## src/rtl/ovl_src_select.sv

```systemverilog
module ovl_src_select #(
  parameter int CW = 8,
  localparam int PW = 3 * CW
) (
  input  logic          clk,
  input  logic          rst_n,
  input  logic          pix_vld,
  input  logic [PW-1:0] vid_rgb,
  input  logic [PW-1:0] frm_rgb,
  input  logic [PW-1:0] osd_rgb,
  input  logic          frm_act,
  input  logic          osd_act,
  input  logic          cfg_frm_en,
  input  logic          cfg_osd_en,
  input  logic          cfg_osd_first,
  input  logic          cfg_supp_en,
  input  logic          cfg_ble_en,
  input  logic          cfg_side_sel,
  output logic [PW-1:0] out_rgb,
  output logic [1:0]    out_src,
  output logic          pk_supp,
  output logic          ble_act,
  output logic          side_act
);

  localparam logic [1:0] SRC_VID = 2'b00;
  localparam logic [1:0] SRC_FRM = 2'b01;
  localparam logic [1:0] SRC_OSD = 2'b10;

  logic          use_frm, use_osd;
  logic [1:0]    nxt_src;
  logic [PW-1:0] nxt_rgb;
  logic          edge_now, edge_d;

  assign use_frm = cfg_frm_en & frm_act;
  assign use_osd = cfg_osd_en & osd_act;

  always_comb begin
    if (use_frm && use_osd) nxt_src = cfg_osd_first ? SRC_OSD : SRC_FRM;
    else if (use_osd)       nxt_src = SRC_OSD;
    else if (use_frm)       nxt_src = SRC_FRM;
    else                    nxt_src = SRC_VID;
  end

  always_comb begin
    unique case (nxt_src)
      SRC_FRM: nxt_rgb = frm_rgb;
      SRC_OSD: nxt_rgb = osd_rgb;
      default: nxt_rgb = vid_rgb;
    endcase
  end

  assign edge_now = cfg_supp_en &
                    (((out_src == SRC_VID) && (nxt_src == SRC_FRM)) ||
                     ((out_src == SRC_FRM) && (nxt_src == SRC_VID)));

  always_ff @(posedge clk) begin
    if (!rst_n) begin
      out_rgb  <= '0;
      out_src  <= SRC_VID;
      pk_supp  <= 1'b0;
      edge_d   <= 1'b0;
      ble_act  <= 1'b0;
      side_act <= 1'b0;
    end else if (pix_vld) begin
      out_rgb  <= nxt_rgb;
      out_src  <= nxt_src;
      edge_d   <= edge_now;
      pk_supp  <= edge_now | (edge_d & cfg_supp_en);
      ble_act  <= cfg_ble_en & (nxt_src == SRC_VID);
      side_act <= cfg_side_sel & (nxt_src == SRC_VID);
    end
  end

  a_r1_code_legal: assert property (@(posedge clk) disable iff (!rst_n)
    out_src != 2'b11);

  a_r4_disabled_never: assert property (@(posedge clk) disable iff (!rst_n)
    (pix_vld && !cfg_osd_en && !cfg_frm_en) |=> out_src == SRC_VID);

  a_r3_priority: assert property (@(posedge clk) disable iff (!rst_n)
    (pix_vld && use_frm && use_osd) |=>
      out_src == ($past(cfg_osd_first) ? SRC_OSD : SRC_FRM));

  a_r6_hold: assert property (@(posedge clk) disable iff (!rst_n)
    !pix_vld |=> ($stable(out_rgb) && $stable(out_src) && $stable(pk_supp)));

  a_r7_supp_on_change: assert property (@(posedge clk) disable iff (!rst_n)
    $rose(pk_supp) |-> (out_src != $past(out_src)));

  a_r8_video_only: assert property (@(posedge clk) disable iff (!rst_n)
    (ble_act || side_act) |-> out_src == SRC_VID);

endmodule

```

## config.mk

```make
export PLATFORM = sky130hd
export DESIGN_NAME = ovl_src_select
export DESIGN_NICKNAME = d
export VERILOG_FILES = /design/src/rtl/ovl_src_select.sv
export SDC_FILE = /design/constraint.sdc
export NUM_CORES = 1
export LEC_CHECK = 0
export ABC_AREA = 1
export BUFFER_PORTS_ARGS = -buffer_cell sky130_fd_sc_hd__buf_2
export CELL_PAD_IN_SITES_DETAIL_PLACEMENT = 1
export CELL_PAD_IN_SITES_GLOBAL_PLACEMENT = 1
export CORE_UTILIZATION = 31
export CTS_BUF_LIST = sky130_fd_sc_hd__clkbuf_8
export DETAILED_ROUTE_END_ITERATION = 7
export PLACE_DENSITY = 0.95
export RECOVER_POWER = 100
export SETUP_SLACK_MARGIN = 0.1
export SLEW_MARGIN = 10
export SYNTH_ARGS = -nofsm -noshare
export SYNTH_HDL_FRONTEND = slang
export SYNTH_SLANG_ARGS = --single-unit
```

## constraint.sdc

```tcl
create_clock -name clk -period 3.2 [get_ports clk]
set_input_delay 0.48 -clock clk [delete_from_list [all_inputs] [get_ports clk]]
set_output_delay 0.48 -clock clk [all_outputs]
set_load 0.05 [all_outputs]
```

==> metrics.txt, run 1 <==
Post-Synthesis Net Count between 300 and 400; Worst R2R Setup Slack approximately 2.4 ns; synth top area cells dfxtp_1, nand2_1, a21oi_2; antenna violations before repair 0; via count 2031; final WL approximately 5.4 mm; CTS resizes 0; leakage 1.112 nW; DP Worst Slack about 0.74 ns; cell taking the most area after synthesis dfxtp_1; outcome finished with violations; sequential element share of the synthesized area approximately 34%; Site Rows 27; Yosys cell types 16; largest net degree at the start of global routing 39; post-layout minimum cycle time around 2.5 ns; worst-path cell chain clkbuf_1, clkbuf_2, o21ai_0, a21oi_2; Tot GR Track Use 18.52%; Seq cells post-synth 30; number of global-route vias before repair 1993; VDD IR max 161.2 uV; DR WL/cell between 10 and 15 um; vias per cell 4.712; Initial Util 32.20%; DRT Pass-1 Iters 4; layout cells sized above 1 around 37%; hold buffer count at CTS 0; Remaining DRCs 0; die area roughly 6000 um2; most frequent cells in the layout nand2_1, buf_2, dfxtp_1, clkbuf_1; critical path's slowest cell clkbuf_1; area of the multi-input gates 1006 um2; violated checks capacitance limit, slew limit; Worst R2R End pk_supp; Die Ht 77.63 um; Max Freq 400.6 MHz; Cells after Synth 255; setup violators final 0; Setup WS post-layout between 0.7 and 0.8 ns; Hold WC Path Type flop to flop; Final HPWL DP about 4.0 mm; ANT cells 0; Buf+Inv Stages, Crit Path 2; Setup TNS Final 0 ns; routability cong. 0.7166; Worst R2R Start out_src[1]; HP Start edge_d; CP max stage delay 1.26 ns; PortBufs 111; Final Hold Fails 0; Clock Pin Slew Worst Setup and Hold Paths 0.06 ns; Initial DRC Count 52; nets@finish 444; skew final 0.0007434 ns; Max-Cap Viols 1; final period utilization 78.02%; total CTS buffers 5; fin util between 40% and 50%; Clk Latency, worst-skew pair 0.28 ns; unrepaired setup endpoints after global routing false; Post CTS Setup Buffer Count 0; CP startpoint kind primary input; CP Data Required Time 3.41 ns; clock buffer depth 2; fill cell count 760; Reg area 600.6 um2; total gr overflow 0; Yosys warning count 0; top cell type's share of synthesized area 33.87%; top fanout value on the critical path 38; slew margin rel. -18.48%; layout overhead on the synthesized area 34.02%; post-synthesis cell area ~1800 um2; critical path's top delay family buffers and inverters; CTS tree built; hold endpoint edge_d; I/O pins 112; Core ar. 5507 um2; clock root cell clkbuf_8; critical path type primary input to flop; syn avg cell area 6.953 um2; Max Slew Vio Count 39; FF-to-FF path depth 5; Die Width 77.63 um; post-route ant nets 0; power per cell area 452.7 nW/um2; WHS Path Cells 2; Worst Setup End Kind flop; H-tree levels 2; most common cell after layout, fill and taps aside nand2_1; Slew @ Worst Pin 1.777 ns; clock tree sinks 30; first-pass GRT wire length 8.914 mm; final hold slack approximately 0.47 ns; Critical Path AT 2.71 ns
## registers in the layout (all words and copies together) (netlist names)
signal	cells
ble_act	1
side_act	1
out_src	2
out_rgb	24
edge_d	1
pk_supp	1
## layout make-up
class                   instances  share of cell area [%]
clock buffers                   6                   3.476
clock inverters                 2                  0.3686
inverters                      10                   1.580
multi-input cells             197                   42.34
flip-flops and latches         30                   25.28
well taps                      72                   3.791
repair buffers                114                   23.17
## through the flow
step / instance area (um2) / std cells / power [mW]
after floorplan: 1773 / 255 / 0.6833
after detailed placement: 2328 / 423 / 0.7883
after global routing: 2376 / 431 / 1.148
after global placement: 2328 / 423 / 0.7740
final: 2376 / 431 / 1.076
after CTS: 2420 / 431 / 1.100
## where the power goes
part,internal [mW],switching (mW),total (mW)
combinational,0.117,0.234,0.350
sequential,0.404,0.0138,0.417
clock,0.170,0.138,0.308
## logic make-up after synthesis
kind of cell / share of synthesized area (%)
compound gates: 20.75
fa+ha+maj: 2.117
buf+inv: 9.174
flops: 33.87
simple gates: 34.09
## worst max path at each step
stage,start,cells after the start,slack [ns],endpoint
after floorplan,cfg_osd_en,7,1.38,out_rgb[10]
after global placement,cfg_osd_en,8,0.86,out_rgb[7]
after detailed placement,cfg_osd_en,8,0.74,out_rgb[6]
after CTS,cfg_osd_en,8,1.02,out_rgb[6]
after global routing,pix_vld,4,0.45,out_rgb[16]
final,pix_vld,4,0.70,out_rgb[20]
## layer usage
metal / GRT usage [%] / vias up / share of wire, %
met4: 5.283 / 0 / 1.1
met5: 0 / - / 0
met1: 20.35 / 931 / 42
met2: 34.87 / 63 / 51
met3: 4.471 / 7 / 5.7
li1: - / 1030 / -
## Yosys cell counts
master    number
a21oi_1       10
a21oi_2       20
buf_2          3
buf_4          8
buf_6          3
clkbuf_1       3
clkbuf_2       1
dfxtp_1       30
ha_1           3
inv_1         10
nand2_1       84
nand3_1       27
nor2_1         1
o21ai_0       27
o21bai_1       1
or2_2         24
## worst min-delay path: stages (launching register included)
cell,delay [ns]
dfxtp_1,0.31
nand2_1,0.06
a21oi_1,0.05
Power figures use the tool's default switching activity.
==> run 2, diff against run 1 <==
--- a/config.mk
+++ b/config.mk
@@ -5,14 +5,14 @@
 export SDC_FILE = /design/constraint.sdc
 export NUM_CORES = 1
 export LEC_CHECK = 0
-export ABC_AREA = 1
+export ABC_AREA = 0
 export BUFFER_PORTS_ARGS = -buffer_cell sky130_fd_sc_hd__buf_2
 export CELL_PAD_IN_SITES_DETAIL_PLACEMENT = 1
 export CELL_PAD_IN_SITES_GLOBAL_PLACEMENT = 1
-export CORE_UTILIZATION = 31
+export CORE_UTILIZATION = 33
 export CTS_BUF_LIST = sky130_fd_sc_hd__clkbuf_8
 export DETAILED_ROUTE_END_ITERATION = 7
-export PLACE_DENSITY = 0.95
+export PLACE_DENSITY = 0.89
 export RECOVER_POWER = 100
 export SETUP_SLACK_MARGIN = 0.1
 export SLEW_MARGIN = 10
==> constraint.sdc (replaced) <==
create_clock -name clk -period 2.4 [get_ports clk]
set_input_delay 0.36 -clock clk [delete_from_list [all_inputs] [get_ports clk]]
set_output_delay 0.36 -clock clk [all_outputs]
set_load 0.05 [all_outputs]
==> metrics.txt, run 2 <==
outcome finished, final reports clean; Seq pwr share 40.4% (+1.6 points); Yosys warning count 0 (unchanged); layout cells sized above 1 53.70% (+16 points); sequential element share of the synthesized area 31.64% (-2.2 points); Die Ht 77.84 um (+0.28%); Finished Layout Cells 329 (-24%); layout overhead on the synthesized area 22.87%; vias per cell 5.271 (+12%); Synth Area in Adders 1.978% (-0.14 points); clock root cell clkbuf_8; area of the multi-input gates 992.2 um2 (-1.4%); GR Util met2 33.01% (-1.9 points); post-synthesis cell area 1898 um2 (+7.1%); total CTS buffers 5 (unchanged); fill cell count 709 (-6.7%); Final Power 1.390 mW (+29%); Synth async-reset ratio 0% (unchanged); Synth Flop Type dfxtp_1; VDD IR max 219.1 uV (+36%); final WL 5.508 mm (+1.1%); H-tree levels 2 (unchanged); max reg flops 24 (unchanged); Largest regs out_rgb (24), out_src (2); Remaining DRCs 0 (unchanged); I/O pins 112 (unchanged); Initial DRC Count 37 (-29%); ANT cells 0 (unchanged); CTS resizes 0 (unchanged); number of global-route vias before repair 1844 (-7.5%); PortBufs 111 (unchanged); top cell type's share of synthesized area 31.64% (-2.2 points); Critical Path AT 2.06 ns (-0.65 ns); synth top area cells dfxtp_1, a221oi_2, nor3b_2; Cells after Synth 150 (-41%); via count 1734 (-15%); grt met1 use 21.35% (+1.0 points); Final Hold Fails 0 (unchanged); Worst R2R Setup Slack 1.44 ns (-0.91 ns); Post CTS Setup Buffer Count 0 (unchanged); Post-Synthesis Net Count 236 (-31%); setup violators final 0 (unchanged); switching power 508.2 uW (+32%); GRT busiest layer met2; Core ar. 5540 um2 (+0.61%); post-route ant nets 0 (unchanged); antenna violations before repair 0 (unchanged); clock network power share 26.9% (-1.8 points); leakage 1.014 nW (-8.8%); top fanout value on the critical path 10 (-74%); post-layout minimum cycle time 1.845 ns; DR WL/cell 16.74 um (+32%); Final HPWL DP 4.043 mm (+0.49%); Max Freq around 540 MHz; routability cong. 0.6925 (-3.4%); total gr overflow 0 (unchanged); Final Cell Area 2332 um2 (-1.8%); most common cell after layout, fill and taps aside buf_2; leading cell types by count after synthesis dfxtp_1, nor3b_2, a221oi_2; Die Width 77.84 um (+0.28%); most frequent cells in the layout buf_2, dfxtp_1, clkbuf_1; cell with the most instances after synthesis dfxtp_1; Max-Cap Viols 0 (-1); largest net degree at the start of global routing 32 (-18%); Most flops, register out_rgb; skew final 0.0001284 ns (-0.0006150 ns); dpl cells 322 (-24%); Initial Util 34.26% (+2.1 points); largest family of logic cells by synthesized area compound AO/OA/AOI/OAI gates; cell taking the most area after synthesis dfxtp_1; final hold slack 0.3827 ns (-0.08809 ns); CTS tree built; Tot GR Track Use 18.63% (+0.10 points); Slew @ Worst Pin 0.6426 ns (-1.135 ns); Synth Area in Compound Gates 35.07% (+14 points); CP startpoint kind primary input; hold buffer count at CTS 0 (unchanged); final period utilization 76.86%; Clock Pin Slew Worst Setup and Hold Paths 0.06 ns (about the same); nets@finish 343 (-23%); CP Data Required Time 2.62 ns (-0.79 ns); Hold WC Path Type primary input to flop; first-pass GRT wire length 8.680 mm (-2.6%); Worst Setup End Kind flop; Int Power 881.5 uW (+28%); die area 6059 um2 (+0.55%); fraction of the mapped netlist area in simple logic gates 21.49% (-13 points); Setup TNS Final 0 ns (unchanged); Reg area 600.6 um2 (unchanged); Area after DPL 2425 um2 (+4.1%); Post-synth EDFFs 0 (unchanged); Clk Latency, worst-skew pair 0.27 ns (about the same); unrepaired setup endpoints after global routing false; Comb pwr share 32.7% (about the same); syn avg cell area 12.65 um2 (+82%); GRT met3 Usage 4.941% (+0.47 points); Site Rows 27 (unchanged); clock buffer depth 2 (unchanged); Max Slew Vio Count 0 (-100%); Yosys cell types 30 (+14); XOR/XNOR Fraction of Synth Area 0% (unchanged); post-synthesis mux area share 0.5274% (+0.53 points); Seq cells post-synth 30 (unchanged); power per cell area 595.9 nW/um2 (+32%); critical path type primary input to flop; clock tree sinks 30 (unchanged); DRT Pass-1 Iters 4 (unchanged); Sw Ratio 36.57% (+0.71 points); slew margin rel. 57.16% (+76 points)
==> run 2: worst paths after layout <==
kind / cells after the start / end / startpoint
min: 3 / out_rgb[2] / osd_rgb[2]
max: 8 / edge_d / cfg_frm_en
min reg2reg: 2 / ble_act / ble_act
max reg2reg: 3 / edge_d / out_src[0]
==> run 2: worst max-delay path, cell delays in order <==
cell and delay [ns]:
buf_2 0.09, nand2_1 0.05, o211ai_1 0.30, ha_1 0.23, clkbuf_1 0.50, mux2i_1 0.17
nor3_2 0.22, o21a_1 0.14
==> run 2: cell families after synthesis <==
logic type | count (synthesis)
AO/OA/AOI/OAI | 55
flip-flops | 30
adder cells (fa/ha/maj) | 3
buffers and inverters | 18
multiplexers | 1
AND/OR/NAND/NOR | 43
==> run 2: routing by layer <==
layer  vias to the layer above  share of wire [%]
met1                       825                 40
met3                         8                6.3
met2                        87                 52
met4                         0                1.3
li1                        814                  -
met5                         -                  0
==> run 2: layout make-up <==
type | instances | share of cell area (%)
Timing Repair Buffer | 116 | 24.25
Clock inverter | 2 | 0.3219
Tap cell | 72 | 3.863
Sequential cell | 30 | 25.75
Inverter | 2 | 0.3219
Multi-Input combinational cell | 102 | 42.54
Clock buffer | 5 | 2.951
==> run 2: power groups by stage <==
| stage | sequential [mW] | clock [mW] | combinational, mW |
|---|---|---|---|
| 2_1_floorplan | 0.714 | 0 | 0.222 |
| 3_3_place_gp | 0.574 | 0 | 0.482 |
| 3_5_place_dp | 0.576 | 0 | 0.498 |
| 4_1_cts | 0.565 | 0.391 | 0.500 |
| 5_1_grt | 0.566 | 0.414 | 0.484 |
| 6_report | 0.562 | 0.374 | 0.454 |
==> run 2: per-stage QoR <==
step | util [%] | setup slack [ns]
2_1_floorplan | - | 0.8223
4_1_cts | 45.14 | 0.7020
5_1_grt | 42.10 | 0.3614
6_report | 42.10 | 0.5553
3_3_place_gp | 43.77 | 0.5383
3_5_place_dp | 43.77 | 0.3914
